==> src/rtl/pdn_pkg.sv <==
package pdn_pkg;

  typedef enum logic [2:0] {
    ST_IDLE     = 3'd0,
    ST_PD_ENTRY = 3'd1,
    ST_PRE_PD   = 3'd2,
    ST_ACT_PD   = 3'd3,
    ST_PD_EXIT  = 3'd4,
    ST_READY    = 3'd5
  } pd_state_e;

  typedef enum logic [2:0] {
    OP_NOP  = 3'd0,
    OP_ACT  = 3'd1,
    OP_PRE  = 3'd2,
    OP_PREA = 3'd3,
    OP_RDA  = 3'd4,
    OP_WRA  = 3'd5,
    OP_RD   = 3'd6,
    OP_WR   = 3'd7
  } cmd_op_e;

  // index of the set bit in the one-hot status bus
  typedef enum logic [1:0] {
    KIND_PRE  = 2'd0,
    KIND_FAST = 2'd1,
    KIND_SLOW = 2'd2
  } pd_kind_e;

  localparam int TYPE_W = 3;

endpackage

==> src/rtl/pdn_bank_track.sv <==
module pdn_bank_track
  import pdn_pkg::*;
#(
  parameter  int NUM_BANKS = 16,
  localparam int BANK_W    = $clog2(NUM_BANKS)
) (
  input  logic              clk,
  input  logic              rst_n,
  input  logic              upd_en,
  input  logic              cmd_valid,
  input  cmd_op_e           cmd_op,
  input  logic [BANK_W-1:0] cmd_bank,
  input  logic              cfg_x16,
  output logic              any_open
);

  localparam int HALF = NUM_BANKS / 2;

  logic [BANK_W-1:0]    eff_bank;
  logic [NUM_BANKS-1:0] open_q;
  logic [NUM_BANKS-1:0] live_mask;
  logic                 take_cmd;

  // narrow organisation: top bank-address bit does not exist
  always_comb begin
    eff_bank = cfg_x16 ? {1'b0, cmd_bank[BANK_W-2:0]} : cmd_bank;
    take_cmd = upd_en && cmd_valid;
  end

  for (genvar b = 0; b < NUM_BANKS; b++) begin : g_bank
    logic sel;
    logic nxt;

    assign sel = (eff_bank == BANK_W'(b));

    always_comb begin
      nxt = open_q[b];
      case (cmd_op)
        OP_ACT:                 if (sel) nxt = 1'b1;
        OP_PRE, OP_RDA, OP_WRA: if (sel) nxt = 1'b0;
        OP_PREA:                nxt = 1'b0;
        default:                nxt = open_q[b];
      endcase
    end

    always_ff @(posedge clk or negedge rst_n) begin
      if (!rst_n)        open_q[b] <= 1'b0;
      else if (take_cmd) open_q[b] <= nxt;
    end

    if (b < HALF) begin : g_low
      assign live_mask[b] = 1'b1;
    end else begin : g_high
      assign live_mask[b] = ~cfg_x16;
    end
  end

  assign any_open = |(open_q & live_mask);

  // flags frozen while commands are not accepted
  p_flags_frozen_r8: assert property (@(posedge clk) disable iff (!rst_n)
    !upd_en |=> $stable(open_q));

  // an accepted activate leaves some live bank open
  p_act_opens_r2: assert property (@(posedge clk) disable iff (!rst_n)
    (upd_en && cmd_valid && cmd_op == OP_ACT) |=> any_open);

  // precharge-all leaves nothing open
  p_prea_closes_r2: assert property (@(posedge clk) disable iff (!rst_n)
    (upd_en && cmd_valid && cmd_op == OP_PREA) |=> !any_open);

endmodule

==> src/rtl/pdn_ref_guard.sv <==
module pdn_ref_guard #(
  parameter  int REF_LIMIT = 7800,
  parameter  int REF_GUARD = 200,
  localparam int CW        = $clog2(REF_LIMIT + 1)
) (
  input  logic clk,
  input  logic rst_n,
  input  logic ref_done,
  output logic urgent
);

  localparam int            TRIP    = (REF_GUARD < REF_LIMIT) ? (REF_LIMIT - REF_GUARD) : 1;
  localparam logic [CW-1:0] TRIP_V  = CW'(TRIP);
  localparam logic [CW-1:0] LIMIT_V = CW'(REF_LIMIT);

  logic [CW-1:0] age_q;
  logic [CW-1:0] age_d;
  logic          age_en;

  // saturating age since the last refresh
  always_comb begin
    age_en = ref_done || (age_q != LIMIT_V);
    age_d  = ref_done ? '0 : (age_q + 1'b1);
  end

  always_ff @(posedge clk or negedge rst_n) begin
    if (!rst_n)      age_q <= '0;
    else if (age_en) age_q <= age_d;
  end

  assign urgent = (age_q >= TRIP_V);

  // a refresh clears the urgency on the next cycle
  p_ref_clears_r10: assert property (@(posedge clk) disable iff (!rst_n)
    ref_done |=> !urgent);

endmodule

==> src/rtl/pdn_fsm.sv <==
module pdn_fsm
  import pdn_pkg::*;
#(
  parameter int TIME_W = 8
) (
  input  logic              clk,
  input  logic              rst_n,
  input  logic              idle_req,
  input  logic              wake_req,
  input  logic              cmd_valid,
  input  logic              freq_chg_req,
  input  logic              any_open,
  input  logic              ref_urgent,
  input  logic              cfg_slow_exit,
  input  logic [TIME_W-1:0] cfg_tcke,
  input  logic [TIME_W-1:0] cfg_txp,
  input  logic [TIME_W-1:0] cfg_txpdll,
  output logic              cke,
  output logic              dll_freeze,
  output logic              ready,
  output logic [TYPE_W-1:0] pd_type
);

  pd_state_e         state_q, state_d;
  pd_kind_e          kind_q, kind_d;
  logic [TIME_W-1:0] cnt_q, cnt_d;
  logic              leave;
  logic              in_pd;

  // counts of zero behave as one cycle
  function automatic logic [TIME_W-1:0] preload(input logic [TIME_W-1:0] v);
    return (v == '0) ? '0 : (v - 1'b1);
  endfunction

  always_comb begin
    state_d = state_q;
    kind_d  = kind_q;
    cnt_d   = cnt_q;
    leave   = wake_req || ref_urgent;
    case (state_q)
      ST_IDLE, ST_READY: begin
        if (idle_req && !cmd_valid && !ref_urgent) begin
          state_d = ST_PD_ENTRY;
          cnt_d   = preload(cfg_tcke);
          if (!any_open)          kind_d = KIND_PRE;
          else if (cfg_slow_exit) kind_d = KIND_SLOW;
          else                    kind_d = KIND_FAST;
        end
      end
      ST_PD_ENTRY: begin
        if (cnt_q == '0) state_d = (kind_q == KIND_PRE) ? ST_PRE_PD : ST_ACT_PD;
        else             cnt_d   = cnt_q - 1'b1;
      end
      ST_PRE_PD: begin
        if (leave) begin
          state_d = ST_PD_EXIT;
          cnt_d   = preload(cfg_txpdll);
        end
      end
      ST_ACT_PD: begin
        if (leave && !freq_chg_req) begin
          state_d = ST_PD_EXIT;
          cnt_d   = (kind_q == KIND_FAST) ? preload(cfg_txp) : preload(cfg_txpdll);
        end
      end
      ST_PD_EXIT: begin
        if (cnt_q == '0) state_d = ST_READY;
        else             cnt_d   = cnt_q - 1'b1;
      end
      default: state_d = ST_IDLE;
    endcase
  end

  always_ff @(posedge clk or negedge rst_n) begin
    if (!rst_n) begin
      state_q <= ST_IDLE;
      kind_q  <= KIND_PRE;
      cnt_q   <= '0;
    end else begin
      state_q <= state_d;
      kind_q  <= kind_d;
      cnt_q   <= cnt_d;
    end
  end

  always_comb begin
    in_pd      = (state_q == ST_PD_ENTRY) || (state_q == ST_PRE_PD) || (state_q == ST_ACT_PD);
    cke        = !in_pd;
    ready      = (state_q == ST_IDLE) || (state_q == ST_READY);
    dll_freeze = in_pd && (kind_q == KIND_PRE);
    pd_type    = in_pd ? TYPE_W'(3'b001 << kind_q) : '0;
  end

  // ---------------------------------------------------------------
  // checks
  // ---------------------------------------------------------------
  logic [TIME_W:0] low_run;
  logic [TIME_W:0] min_low;

  always_ff @(posedge clk or negedge rst_n) begin
    if (!rst_n)                      low_run <= '0;
    else if (cke)                    low_run <= '0;
    else if (low_run != '1)          low_run <= low_run + 1'b1;
  end

  assign min_low = {1'b0, ((cfg_tcke == '0) ? TIME_W'(1) : cfg_tcke)};

  // CKE stayed low long enough before rising
  p_min_low_r6: assert property (@(posedge clk) disable iff (!rst_n)
    $rose(cke) |-> (low_run >= min_low));

  // active power-down held while a frequency change is pending
  p_freq_holds_r9: assert property (@(posedge clk) disable iff (!rst_n)
    (state_q == ST_ACT_PD && freq_chg_req) |=> !cke);

  // no entry when the refresh deadline is near
  p_no_entry_urgent_r10: assert property (@(posedge clk) disable iff (!rst_n)
    (ready && ref_urgent) |=> cke);

  // DLL frozen only in the precharge kind
  p_dll_pre_only_r4: assert property (@(posedge clk) disable iff (!rst_n)
    dll_freeze |-> (pd_type == 3'b001));

  // at most one kind reported
  p_type_onehot_r5: assert property (@(posedge clk) disable iff (!rst_n)
    $onehot0(pd_type));

  // wake in precharge power-down starts the exit wait
  p_wake_exit_r7: assert property (@(posedge clk) disable iff (!rst_n)
    (state_q == ST_PRE_PD && wake_req) |=> (cke && !ready));

endmodule

==> src/rtl/pdn_ctrl.sv <==
module pdn_ctrl
  import pdn_pkg::*;
#(
  parameter  int NUM_BANKS = 16,
  parameter  int TIME_W    = 8,
  parameter  int REF_LIMIT = 7800,
  parameter  int REF_GUARD = 200,
  localparam int BANK_W    = $clog2(NUM_BANKS)
) (
  input  logic              clk,
  input  logic              rst_n,
  input  logic              cfg_x16,
  input  logic              cfg_slow_exit,
  input  logic [TIME_W-1:0] cfg_tcke,
  input  logic [TIME_W-1:0] cfg_txp,
  input  logic [TIME_W-1:0] cfg_txpdll,
  input  logic              cmd_valid,
  input  logic [2:0]        cmd_op,
  input  logic [BANK_W-1:0] cmd_bank,
  input  logic              idle_req,
  input  logic              wake_req,
  input  logic              freq_chg_req,
  input  logic              ref_done,
  output logic              cke,
  output logic              dll_freeze,
  output logic              ready,
  output logic [2:0]        pd_type
);

  logic [1:0] rst_pipe;
  logic       rst_n_int;
  logic       any_open;
  logic       ref_urgent;

  // asynchronous assert, synchronous release
  always_ff @(posedge clk or negedge rst_n) begin
    if (!rst_n) rst_pipe <= 2'b00;
    else        rst_pipe <= {rst_pipe[0], 1'b1};
  end
  assign rst_n_int = rst_pipe[1];

  pdn_bank_track #(
    .NUM_BANKS (NUM_BANKS)
  ) u_banks (
    .clk       (clk),
    .rst_n     (rst_n_int),
    .upd_en    (ready),
    .cmd_valid (cmd_valid),
    .cmd_op    (cmd_op_e'(cmd_op)),
    .cmd_bank  (cmd_bank),
    .cfg_x16   (cfg_x16),
    .any_open  (any_open)
  );

  pdn_ref_guard #(
    .REF_LIMIT (REF_LIMIT),
    .REF_GUARD (REF_GUARD)
  ) u_refg (
    .clk      (clk),
    .rst_n    (rst_n_int),
    .ref_done (ref_done),
    .urgent   (ref_urgent)
  );

  pdn_fsm #(
    .TIME_W (TIME_W)
  ) u_fsm (
    .clk           (clk),
    .rst_n         (rst_n_int),
    .idle_req      (idle_req),
    .wake_req      (wake_req),
    .cmd_valid     (cmd_valid),
    .freq_chg_req  (freq_chg_req),
    .any_open      (any_open),
    .ref_urgent    (ref_urgent),
    .cfg_slow_exit (cfg_slow_exit),
    .cfg_tcke      (cfg_tcke),
    .cfg_txp       (cfg_txp),
    .cfg_txpdll    (cfg_txpdll),
    .cke           (cke),
    .dll_freeze    (dll_freeze),
    .ready         (ready),
    .pd_type       (pd_type)
  );

  // no command acceptance while the clock-enable is low
  p_hold_when_low_r8: assert property (@(posedge clk) disable iff (!rst_n_int)
    !cke |-> !ready);

endmodule

==> config.mk <==
export PLATFORM = sky130hd
export DESIGN_NAME = pdn_ctrl
export DESIGN_NICKNAME = d
export VERILOG_FILES = /design/src/rtl/pdn_pkg.sv /design/src/rtl/pdn_bank_track.sv /design/src/rtl/pdn_ref_guard.sv /design/src/rtl/pdn_fsm.sv /design/src/rtl/pdn_ctrl.sv
export SDC_FILE = /design/constraint.sdc
export NUM_CORES = 1
export LEC_CHECK = 0
export BUFFER_PORTS_ARGS = -buffer_cell sky130_fd_sc_hd__buf_4
export CAP_MARGIN = 20
export CORE_ASPECT_RATIO = 1.2
export CORE_MARGIN = 2
export CORE_UTILIZATION = 55
export CTS_BUF_LIST = sky130_fd_sc_hd__clkbuf_2 sky130_fd_sc_hd__clkbuf_4 sky130_fd_sc_hd__clkbuf_8
export CTS_CLUSTER_DIAMETER = 60
export CTS_CLUSTER_SIZE = 14
export DETAILED_ROUTE_END_ITERATION = 12
export GPL_TIMING_DRIVEN = 1
export PLACE_DENSITY = 0.77
export RECOVER_POWER = 25
export SLEW_MARGIN = 10
export SYNTH_ARGS = -nofsm -noshare
export SYNTH_HDL_FRONTEND = slang
export SYNTH_SLANG_ARGS = --single-unit
==> constraint.sdc <==
create_clock -name clk -period 4.1 [get_ports clk]
set_clock_uncertainty 0.2 [all_clocks]
set_input_delay 0 -clock clk [delete_from_list [all_inputs] [get_ports clk]]
set_output_delay 0 -clock clk [all_outputs]
set_load 0.01 [all_outputs]
==> reports/metrics.sh, run 1 <==
ROWS=29
TOTAL_ROUTED_WIRELENGTH_UM=6960
TRITONCTS_CLOCK_TREE='built'
MOST_COMMON_CELL_AFTER_LAYOUT_FILL_AND_TAPS_ASIDE='sky130_fd_sc_hd__buf_4'
SYN-INSTANCE-COUNT=344
GR-TOTAL-OVERFLOW=0
DPL-INSTANCE-AREA_UM2=3460
YOSYS_WARNINGS=0
CLOCK_PIN_SLEW_OF_THE_REGISTERS_ON_THE_WORST_CASE_SETUP_AND_HOLD_PATHS_NS=0.08
SYNTHFLOPTYPE='sky130_fd_sc_hd__dfrtp_1'
LAYOUT_COMMON_CELLS='sky130_fd_sc_hd__buf_4, sky130_fd_sc_hd__dfrtp_1, sky130_fd_sc_hd__nor2_1, sky130_fd_sc_hd__o21ai_0'
POSTCTSSETUPREPAIRBUFS=0
GRT_MAX_DEGREE=43
SLEW_AT_THE_PIN_CLOSEST_TO_ITS_MAX_SLEW_LIMIT_NS=2.25
FINAL_SUM_OF_NEGATIVE_SETUP_SLACK_NS=0
DETAIL_ROUTE.DRC_VIOLATIONS=0
LATER_PIN_CLOCK_LATENCY_IN_THE_SKEW_REPORT_NS=0.29
STARTPOINT_TYPE_OF_THE_WORST_SETUP_PATH='flip-flop'
MAXIMUM_OPERATING_FREQUENCY_MHz=332
DETAIL_ROUTE.VIAS_PER_CELL=5.94
SYNTH.LARGEST_AREA_CELL='sky130_fd_sc_hd__dfrtp_1'
IRDROPWORSTVDD_mV=0.243
NUMBER_OF_GLOBAL_ROUTE_VIAS_BEFORE_REPAIR=2827
SYNTH.FF_LATCH_COUNT=44
DRT_ITER0_MARKERS=129
CTS_INSERTED_BUFFERS=5
FINALWORSTPATHREQUIREDPERIOD_NS=3.01
SYN_AVG_CELL_AREA_UM2=8.93
NUMCLOCKSINKS=44
MAXCAPVIOLATIONS=1
SETUP.WORST_PATH.CLASS='flip-flop to flip-flop'
CRIT_ARRIVAL_NS=3.05
LAYOUT-DRIVE-GT1-SHARE_PCT=20.4
TIMING.FINAL.MAX_SLEW_VIOLATIONS=43
GRT_SETUP_UNREPAIRED='false'
SYNTHESIS.AREA_UM2=3070
CP_MAX_FO=15
ROUTED-VIA-COUNT=2758
AVGROUTEDWIREPERCELL_UM=15.0
RUN_STATUS='finished with violations'
HOLD_VIOL=0
GP_ROUTABILITY_CONGESTION=0.905
ROUTE.ANTENNA.REMAINING_NETS=0
SYNTH_SEQ_AREA_SHARE_PCT=35.8
MAX-SLEW-MARGIN-REL_PCT=-49.7
NET_COUNT_OF_THE_MAPPED_NETLIST=393
CTS-HTREE-LEVELS=2
CRITICAL_PATH_REQUIRED_NS=4.14
DIEAREA_UM2=6200
FFS_W_ASYNC_S_R_SYNTH_PCT=100
POST_ROUTE_FRACTION_OF_THE_PERIOD_CONSUMED_BY_THE_CRITICAL_PATH_PCT=73.4
PWR_DENSITY_CELL_nW_PER_UM2=498
SYNTH-EDFF-COUNT=0
FINAL_CRITICAL_PATH_SETUP_SLACK_NS=1.09
AREA_ADDED_BETWEEN_SYNTHESIS_AND_FINISH_PCT=19.5
CLOCK_TREE.ROOT_CELL='sky130_fd_sc_hd__clkbuf_8'
CORE_OUTLINE_AREA_UM2=5330
DIE_Y_UM=85.9
DETAILEDPLACE.WORSTSLACK_NS=1.61
NNETSFINAL=451
SYNTH.DISTINCT_CELLS=58
FP.DIEW_UM=72.2
NUM_ANTENNA_CELLS=0
DP_HPWL_UM=5190
P_LEAK_nW=1.55
IO-PIN-COUNT=46
FIN_AREA_UM2=3670
GRT_PASS1_WL_UM=11900
WORST_SETUP_PATH_END_KIND='flip-flop'
POST_SYNTH_MAIN_AREA_CONTRIBUTORS='sky130_fd_sc_hd__dfrtp_1, sky130_fd_sc_hd__mux2_2, sky130_fd_sc_hd__o21ai_0'
ANTENNA_FOUND_INITIAL=0
VIOLATIONS='max-capacitance violations, max-slew violations'
PORT_BUFFERS=45
FINAL-SETUP-VIOL-COUNT=0
GRT_USE_TOTAL_PCT=24.0
UTILIZATION_PCT=68.8
CTS_MAX_PATH_BUFFERS=2
DRT_FIRST_PASS_ITERS=4
FLOORPLAN.INITIALDENSITY_PCT=57.6
HP-CLASS='primary input to flip-flop'
POST-SYNTH-TOP-AREA-FRACTION_PCT=35.8
final timing paths:
| kind | cells past startpoint | end | slack [ns] | startpoint |
|---|---|---|---|---|
| max | 6 | u_fsm.cnt_q[5] | 1.09 | u_fsm.state_q[1] |
| min | 4 | u_fsm.cnt_q[4] | 0.008 | cfg_tcke[4] |
| max reg2reg | 6 | u_fsm.cnt_q[5] | 1.09 | u_fsm.state_q[1] |
| min reg2reg | 0 | rst_pipe[1] | 0.15 | rst_pipe[0] |
| max in group asynchronous | 1 | u_banks.open_q[3] | 1.62 | rst_pipe[1] |
| min in group asynchronous | 3 | rst_pipe[0] | 0.40 | rst_n |
logic make-up after synthesis:
family	synth area share, %
muxes	8.79
other	0.122
and+or+nand+nor	24.1
buffers and inverters	3.75
DFF	35.8
adders and majority gates	3.66
AOI/OAI and AO/OA	16.7
xor gates and xnor gates	7.13
synth_stat cells, types with 6 or more instances:
cell,n
sky130_fd_sc_hd__dfrtp_1,44
sky130_fd_sc_hd__nor2_1,39
sky130_fd_sc_hd__o21ai_0,30
sky130_fd_sc_hd__inv_1,20
sky130_fd_sc_hd__mux2_2,20
sky130_fd_sc_hd__nand2_1,16
sky130_fd_sc_hd__xor2_1,13
sky130_fd_sc_hd__a21oi_1,12
sky130_fd_sc_hd__xnor2_1,12
sky130_fd_sc_hd__or3_1,11
sky130_fd_sc_hd__ha_1,9
sky130_fd_sc_hd__nand2b_1,9
sky130_fd_sc_hd__nor4_1,9
sky130_fd_sc_hd__nor3_1,8
sky130_fd_sc_hd__or4_1,8
sky130_fd_sc_hd__nor3b_1,7
sky130_fd_sc_hd__clkbuf_1,6
sky130_fd_sc_hd__o31ai_1,6
report_power, final:
group | internal [mW] | switching (mW)
Clock | 0.115 | 0.146
Combinational | 0.448 | 0.412
Sequential | 0.581 | 0.125
registers in the layout (all words and copies together) (netlist names):
register and cells:
u_fsm.kind_q 2, u_banks.open_q 16, u_refg.age_q 13, rst_pipe 2, u_fsm.cnt_q 8, u_fsm.state_q 3
metrics by stage:
stage / instances / power, mW / hold WS [ns]
after floorplan: 344 / 1.30 / -0.496
after global placement: 444 / 1.51 / -0.418
after detailed placement: 444 / 1.53 / -0.416
after CTS: 464 / 1.84 / 0.000676
after global routing: 464 / 1.97 / 0.0169
final: 464 / 1.83 / 0.00761
area by class of cell:
type,instances,area [µm²]
timing repair buffer,60,479
sequential,44,1100
clock buffer,5,68.8
tap,62,77.6
clock inverter,2,12.5
multi-input combinational,271,1860
inverter,20,75.1
fill,434,1660
worst max-delay path, stage by stage, from the launching register on:
cell and delay [ns]:
sky130_fd_sc_hd__dfrtp_1 0.59, sky130_fd_sc_hd__nand2b_1 0.19, sky130_fd_sc_hd__a211o_1 0.41, sky130_fd_sc_hd__o22a_2 0.27, sky130_fd_sc_hd__dlygate4sd3_1 0.55, sky130_fd_sc_hd__a31oi_1 0.18, sky130_fd_sc_hd__dlygate4sd3_1 0.56
repair_timing:
item / CTS / global route
endpoints found under the hold margin: 21 / 0
hold buffers: 13 / 0
resized for setup: 0 / 0
per-layer routing:
layer,wire [µm],track usage (%)
met1,2860,27.9
met2,3590,42.5
met3,323,3.76
met4,192,11.5
met5,0,0
(Power assumes the default switching activity.)
==> inputs of run 2 (changes only) <==
clock period = 2.8 ns   (was 4.1 ns; I/O delays follow)
==> reports/metrics.sh, run 2 (synthesis results as in run 1) <==
FINAL-SETUP-VIOL-COUNT=0
CLOCK_PIN_SLEW_OF_THE_REGISTERS_ON_THE_WORST_CASE_SETUP_AND_HOLD_PATHS_NS=0.08
GRT_SETUP_UNREPAIRED='false'
HOLDBUFCOUNTCTS=18
TIMING.FINAL.MAX_SLEW_VIOLATIONS=38
LAYOUT_TOP_REGISTERS='u_banks.open_q: 16 flops, u_refg.age_q: 13 flops, u_fsm.cnt_q: 8 flops'
MET1_USAGE_PCT=27.8
FP.DIEW_UM=72.2
DETAIL_ROUTE.VIAS_PER_CELL=5.90
LAYOUT-DRIVE-GT1-SHARE_PCT=20.3
NUMCLOCKSINKS=44
SWITCHING_POWER_mW=1.02
HOLD_VIOL=0
TOP_USAGE_LAYER='met2'
CRITICAL_PATH_REQUIRED_NS=2.84
SETUP.WORST_PATH.CLASS='flip-flop to flip-flop'
GRT_MAX_DEGREE=38
DP_HPWL_UM=5250
DRT_FIRST_PASS_ITERS=5
P_LEAK_nW=1.58
MOST_COMMON_CELL_AFTER_LAYOUT_FILL_AND_TAPS_ASIDE='sky130_fd_sc_hd__buf_4'
LAYOUT_COMMON_CELLS='sky130_fd_sc_hd__buf_4, sky130_fd_sc_hd__dfrtp_1, sky130_fd_sc_hd__nor2_1, sky130_fd_sc_hd__o21ai_0'
STARTPOINT_TYPE_OF_THE_WORST_SETUP_PATH='flip-flop'
POST_ROUTE_FRACTION_OF_THE_PERIOD_CONSUMED_BY_THE_CRITICAL_PATH_PCT=90.3
NUM_ANTENNA_CELLS=0
ANTENNA_FOUND_INITIAL=0
GR-TOTAL-OVERFLOW=0
CP_MAX_FO=6
DRT_ITER0_MARKERS=118
DETAIL_ROUTE.DRC_VIOLATIONS=0
MAXCAPVIOLATIONS=1
SLEW_AT_THE_PIN_CLOSEST_TO_ITS_MAX_SLEW_LIMIT_NS=1.99
WORSTSETUPSTARTPOINT='u_refg.age_q[4]'
POWER.SEQUENTIAL.FRACTION_PCT=38.3
GROUTE.LAYER.MET3.USAGE_PCT=3.64
GRTUSAGEMET2_PCT=42.1
CRIT_ARRIVAL_NS=2.57
IO-PIN-COUNT=46
HOLD_START='cmd_bank[0]'
VIOLATIONS='max-capacitance violations, max-slew violations'
ROUTED-VIA-COUNT=2773
POWER.SHARE.CLOCK_PCT=14.5
AVGROUTEDWIREPERCELL_UM=15.0
POST_CTS.RESIZED_INSTANCES=0
GRT_USE_TOTAL_PCT=23.8
NNETSFINAL=457
CTS_INSERTED_BUFFERS=5
HP-CLASS='primary input to flip-flop'
MAX_FFS_PER_REGISTER=16
CTS-HTREE-LEVELS=2
NUMBER_OF_GLOBAL_ROUTE_VIAS_BEFORE_REPAIR=2668
CORE_OUTLINE_AREA_UM2=5330
TOTAL_ROUTED_WIRELENGTH_UM=7030
DIEAREA_UM2=6200
TRITONCTS_CLOCK_TREE='built'
RUN_STATUS='finished with violations'
CLOCK_TREE.ROOT_CELL='sky130_fd_sc_hd__clkbuf_8'
REGTOREGSETUPSLACK_NS=0.27
FINALWORSTPATHREQUIREDPERIOD_NS=2.53
WORST_SETUP_PATH_END_KIND='flip-flop'
LATER_PIN_CLOCK_LATENCY_IN_THE_SKEW_REPORT_NS=0.30
MAX-SLEW-MARGIN-REL_PCT=-32.6
CTS_MAX_PATH_BUFFERS=2
NUMPLACEDINSTANCES=445
FINAL-INSTANCE-COUNT-EXCL-FILL=470
NETSWITCHINGFRACTION_PCT=37.9
FLOORPLAN.INITIALDENSITY_PCT=57.6
IRDROPWORSTVDD_mV=0.376
POWER.COMBINATIONAL.FRACTION_PCT=47.2
ROWS=29
GRT_PASS1_WL_UM=11500
P_INT_mW=1.68
ROUTE.ANTENNA.REMAINING_NETS=0
TIMING.RR.START='u_refg.age_q[4]'
FINAL_SUM_OF_NEGATIVE_SETUP_SLACK_NS=0
LARGEST_REGISTER='u_banks.open_q'
MAXIMUM_OPERATING_FREQUENCY_MHz=396
UTILIZATION_PCT=69.9
PORT_BUFFERS=45
POSTCTSSETUPREPAIRBUFS=0
GP_ROUTABILITY_CONGESTION=0.907
AREA_ADDED_BETWEEN_SYNTHESIS_AND_FINISH_PCT=21.3
PWR_DENSITY_CELL_nW_PER_UM2=723
DIE_Y_UM=85.9
[run 2: cell count changes in the layout (fill, tap and decap cells not counted)]
cell                            before  now
sky130_fd_sc_hd__dlygate4sd3_1      13   18
sky130_fd_sc_hd__buf_4              45   46
[run 2: cell type report]
cell class,count,area [µm²]
Multi-Input combinational cell,271,1860
Fill cell,452,1610
Sequential cell,44,1100
Timing Repair Buffer,66,537
Tap cell,62,77.6
Inverter,20,75.1
Clock buffer,5,68.8
Clock inverter,2,12.5
[run 2: worst max-delay path, stage by stage, from the launching register on]
cell,delay [ns]
sky130_fd_sc_hd__dfrtp_1,0.44
sky130_fd_sc_hd__a211oi_1,0.37
sky130_fd_sc_hd__o31ai_1,0.19
sky130_fd_sc_hd__or3_1,0.37
sky130_fd_sc_hd__o21bai_1,0.18
sky130_fd_sc_hd__o21ai_0,0.15
sky130_fd_sc_hd__dlygate4sd3_1,0.56
[run 2: metrics by stage]
stage	cell area (µm²)	power (mW)	setup WS (ns)	hold slack [ns]
after detailed placement	3470	2.28	0.342	-0.413
after floorplan	3070	1.91	0.481	-0.496
after global placement	3470	2.24	0.369	-0.417
after global routing	3730	2.89	0.0735	0.0246
final	3730	2.70	0.273	0.00234
after CTS	3730	2.70	0.259	0.00639
[run 2: per-layer routing]
layer | routed length, µm | part of all wire [%]
met1 | 3010 | 43
met3 | 311 | 4.4
met4 | 216 | 3.1
met2 | 3490 | 50
met5 | 0 | 0
[run 2: power by group through the flow]
stage	registers (mW)	clock network (mW)	logic, mW
floorplan	0.980	0	0.925
global placement	1.04	0	1.20
detailed placement	1.05	0	1.23
CTS	1.03	0.397	1.27
global route	1.06	0.420	1.40
finish	1.03	0.391	1.27
[run 2: worst paths after layout]
path | endpoint | depth (start not counted)
max in group asynchronous | u_fsm.cnt_q[5] | 1
setup reg to reg | u_fsm.kind_q[0] | 6
min in group asynchronous | rst_pipe[0] | 3
hold / removal | u_banks.open_q[12] | 4
setup / recovery | u_fsm.kind_q[0] | 6
hold reg to reg | rst_pipe[1] | 0
==> inputs of run 3 (changes only) <==
ABC_AREA = 1   (was unset)
==> reports/metrics.sh, run 3 <==
WORST-R2R-CELL-COUNT=11
NET_COUNT_OF_THE_MAPPED_NETLIST=546
ROUTE.ANTENNA.REMAINING_NETS=0
FFS_W_ASYNC_S_R_SYNTH_PCT=100
SYN-INSTANCE-COUNT=497
FINAL_CRITICAL_PATH_SETUP_SLACK_NS=0.422
P_LEAK_nW=2.04
DRT_ITER0_MARKERS=157
CP_MAX_FO=6
POSTCTSSETUPREPAIRBUFS=0
ROWS=30
PATH_CELLS='dlygate4sd3_1 -> buf_4 -> inv_1 -> ha_1 -> inv_1 -> nor2_1 -> nand3_1 -> nor2_1 -> nor2_4 -> nand2_1 -> nand4_1 -> dlygate4sd3_1 -> nand2_1 -> nand2_1'
CELL_WITH_THE_LARGEST_STAGE_DELAY_ON_THE_WORST_PATH='sky130_fd_sc_hd__dlygate4sd3_1'
POST-SYNTH-TOP-AREA-FRACTION_PCT=33.4
NUMCLOCKSINKS=44
POST_CTS.RESIZED_INSTANCES=0
IRDROPWORSTVDD_mV=0.655
YOSYS_WARNINGS=0
SYNTH_MOST_COMMON_CELL='sky130_fd_sc_hd__nand2_1'
DP_HPWL_UM=5760
CLOCK_PIN_SLEW_OF_THE_REGISTERS_ON_THE_WORST_CASE_SETUP_AND_HOLD_PATHS_NS=0.08
CLOCK_TREE.ROOT_CELL='sky130_fd_sc_hd__clkbuf_8'
FINALWORSTPATHREQUIREDPERIOD_NS=2.38
DIEAREA_UM2=6620
TIMING.RR.START='u_fsm.state_q[0]'
DIE_Y_UM=88.8
FLOORPLAN.INITIALDENSITY_PCT=57.7
FINAL-SETUP-VIOL-COUNT=0
REGTOREGSETUPSLACK_NS=0.50
CRITICAL_PATH.MOST_COMMON_CELL='sky130_fd_sc_hd__nand2_1'
WORSTSETUPSTARTPOINT='cfg_tcke[0]'
LATER_PIN_CLOCK_LATENCY_IN_THE_SKEW_REPORT_NS=0.30
HP-CLASS='primary input to flip-flop'
SYNTH.LARGEST_AREA_CELL='sky130_fd_sc_hd__dfrtp_1'
CRITPATHBUFINV=5
TOTAL_ROUTED_WIRELENGTH_UM=7330
POST_SYNTH_MAIN_AREA_CONTRIBUTORS='sky130_fd_sc_hd__dfrtp_1, sky130_fd_sc_hd__nand2_1, sky130_fd_sc_hd__nor2_1'
WORST_HOLD_PATH.ENDPOINT='u_banks.open_q[4]'
SYNTH-EDFF-COUNT=0
MAX-SLEW-MARGIN-REL_PCT=15.1
SYNTH_SEQ_AREA_SHARE_PCT=33.4
FINAL_SUM_OF_NEGATIVE_SETUP_SLACK_NS=0
AVGROUTEDWIREPERCELL_UM=11.4
SYNTH.FF_LATCH_COUNT=44
SYNTHESIS.AREA_UM2=3290
STARTPOINT_TYPE_OF_THE_WORST_SETUP_PATH='primary input'
GR-TOTAL-OVERFLOW=0
LAYOUT_COMMON_CELLS='sky130_fd_sc_hd__nand2_1, sky130_fd_sc_hd__nor2_1, sky130_fd_sc_hd__inv_1, sky130_fd_sc_hd__buf_4, sky130_fd_sc_hd__dfrtp_1'
CTS-HTREE-LEVELS=2
ANTENNA_FOUND_INITIAL=0
GP_ROUTABILITY_CONGESTION=0.890
CTS_MAX_PATH_BUFFERS=2
SETUP.WORST_PATH.CLASS='primary input to flip-flop'
MIN_PATH_CELLS=4
GRT_MAX_DEGREE=25
HOLD_START='cmd_op[2]'
TIMING.CRITICAL_PATH.MAX_DELAY_FAMILY='buffers and inverters'
CORE_OUTLINE_AREA_UM2=5710
SYN_AVG_CELL_AREA_UM2=6.63
FP.DIEW_UM=74.6
ROUTED-VIA-COUNT=3272
DETAILEDPLACE.WORSTSLACK_NS=0.953
NUM_ANTENNA_CELLS=0
WORST_SETUP_PATH_END_KIND='flip-flop'
RUN_STATUS='finished clean'
SYNTH_COMMONEST_CELLS='sky130_fd_sc_hd__nand2_1, sky130_fd_sc_hd__nor2_1, sky130_fd_sc_hd__inv_1'
MAXCAPVIOLATIONS=0
DETAIL_ROUTE.DRC_VIOLATIONS=0
AREA_ADDED_BETWEEN_SYNTHESIS_AND_FINISH_PCT=20.1
TRITONCTS_CLOCK_TREE='built'
GRT_SETUP_UNREPAIRED='false'
HOLD_VIOL=0
CRIT-REG2REG-CAPTURE='u_fsm.cnt_q[7]'
GRT_USE_TOTAL_PCT=24.2
PORT_BUFFERS=45
SLEW_AT_THE_PIN_CLOSEST_TO_ITS_MAX_SLEW_LIMIT_NS=1.27
POST_ROUTE_FRACTION_OF_THE_PERIOD_CONSUMED_BY_THE_CRITICAL_PATH_PCT=84.9
MAXIMUM_OPERATING_FREQUENCY_MHz=420
MAX_FFS_PER_REGISTER=16
TIMING.FINAL.MAX_SLEW_VIOLATIONS=0
LARGEST_REGISTER='u_banks.open_q'
NUMBER_OF_GLOBAL_ROUTE_VIAS_BEFORE_REPAIR=3024
CTS_INSERTED_BUFFERS=5
NNETSFINAL=609
HOLDBUFCOUNTCTS=13
IO-PIN-COUNT=46
LAYOUT_TOP_REGISTERS='u_banks.open_q: 16 flops, u_refg.age_q: 13 flops, u_fsm.cnt_q: 8 flops'
CRITICAL_PATH_REQUIRED_NS=2.79
DETAIL_ROUTE.VIAS_PER_CELL=5.10
SYNTH.DISTINCT_CELLS=34
PWR_DENSITY_CELL_nW_PER_UM2=759
MOST_COMMON_CELL_AFTER_LAYOUT_FILL_AND_TAPS_ASIDE='sky130_fd_sc_hd__nand2_1'
SYNTHFLOPTYPE='sky130_fd_sc_hd__dfrtp_1'
CRIT_ARRIVAL_NS=2.37
DRT_FIRST_PASS_ITERS=4
GRT_PASS1_WL_UM=12600
LAYOUT-DRIVE-GT1-SHARE_PCT=15.0
CRITICAL_PATH.MAX_STAGE_DELAY_NS=0.57
[run 3: changes by cell type after synthesis, moves of 10 or more]
cell / delta
sky130_fd_sc_hd__o21ai_2: +11
sky130_fd_sc_hd__o21ai_1: +10
sky130_fd_sc_hd__xnor2_1: -11
sky130_fd_sc_hd__nor2_1: +31
sky130_fd_sc_hd__nand3_1: +27
sky130_fd_sc_hd__inv_1: +49
sky130_fd_sc_hd__mux2_2: -20
sky130_fd_sc_hd__or3_1: -11
sky130_fd_sc_hd__nand2_1: +126
[run 3: metrics by stage]
stage	hold WS (ns)	area [µm²]	instances	power (mW)	util [%]
after CTS	0.00573	3970	641	3.03	69.6
after global routing	0.0322	3960	641	3.28	69.3
final	0.00471	3960	641	3.00	69.3
after global placement	-0.417	3720	620	2.42	65.2
after detailed placement	-0.417	3720	620	2.46	65.2
after floorplan	-0.496	3290	497	2.07	-
[run 3: where the power goes]
group / switching, mW / internal [mW]
sequential: 0.164 / 0.845
clock: 0.213 / 0.292
combinational: 0.899 / 0.590
[run 3: cells by family after synthesis]
| family | Yosys count | synth area share (%) |
|---|---|---|
| flip-flops | 44 | 33.4 |
| AO/OA/AOI/OAI | 82 | 15.1 |
| adder cells (fa/ha/maj) | 9 | 3.42 |
| XOR/XNOR | 8 | 2.36 |
| AND/OR/NAND/NOR | 276 | 36.1 |
| buffers and inverters | 77 | 9.50 |
| other | 1 | 0.114 |
[run 3: per-layer routing]
| metal | global-route usage [%] | routed length [µm] | vias up | part of all wire (%) |
|---|---|---|---|---|
| li1 | - | - | 1711 | - |
| met1 | 28.9 | 3160 | 1472 | 43 |
| met2 | 43.4 | 3710 | 73 | 51 |
| met3 | 2.39 | 240 | 16 | 3.3 |
| met4 | 10.9 | 223 | 0 | 3.0 |
| met5 | 0 | 0 | - | 0 |
[run 3: worst max path at each step]
stage                             to  slack, ns  cells past startpoint
finish                u_fsm.cnt_q[7]       0.42                     14
global route          u_fsm.cnt_q[7]       0.22                     14
CTS                   u_fsm.cnt_q[7]       0.42                     14
detailed placement  u_fsm.state_q[1]       0.95                      7
global placement    u_fsm.state_q[1]       0.98                      7
floorplan           u_fsm.state_q[1]       1.21                      7
[run 3: worst register-to-register path, delay by kind of cell, from the launching register on]
kind | cells | cell delay, ns
buffers and inverters | 2 | 0.68
flip-flops | 1 | 0.46
AND/OR/NAND/NOR | 9 | 0.90
[run 3: cell type report]
class	instances	area, µm²
Multi-Input combinational cell	376	1880
Fill cell	503	1750
Sequential cell	44	1100
Timing Repair Buffer	60	479
Inverter	73	274
Tap cell	80	100
Clock buffer	6	82.6
Clock inverter	2	38.8
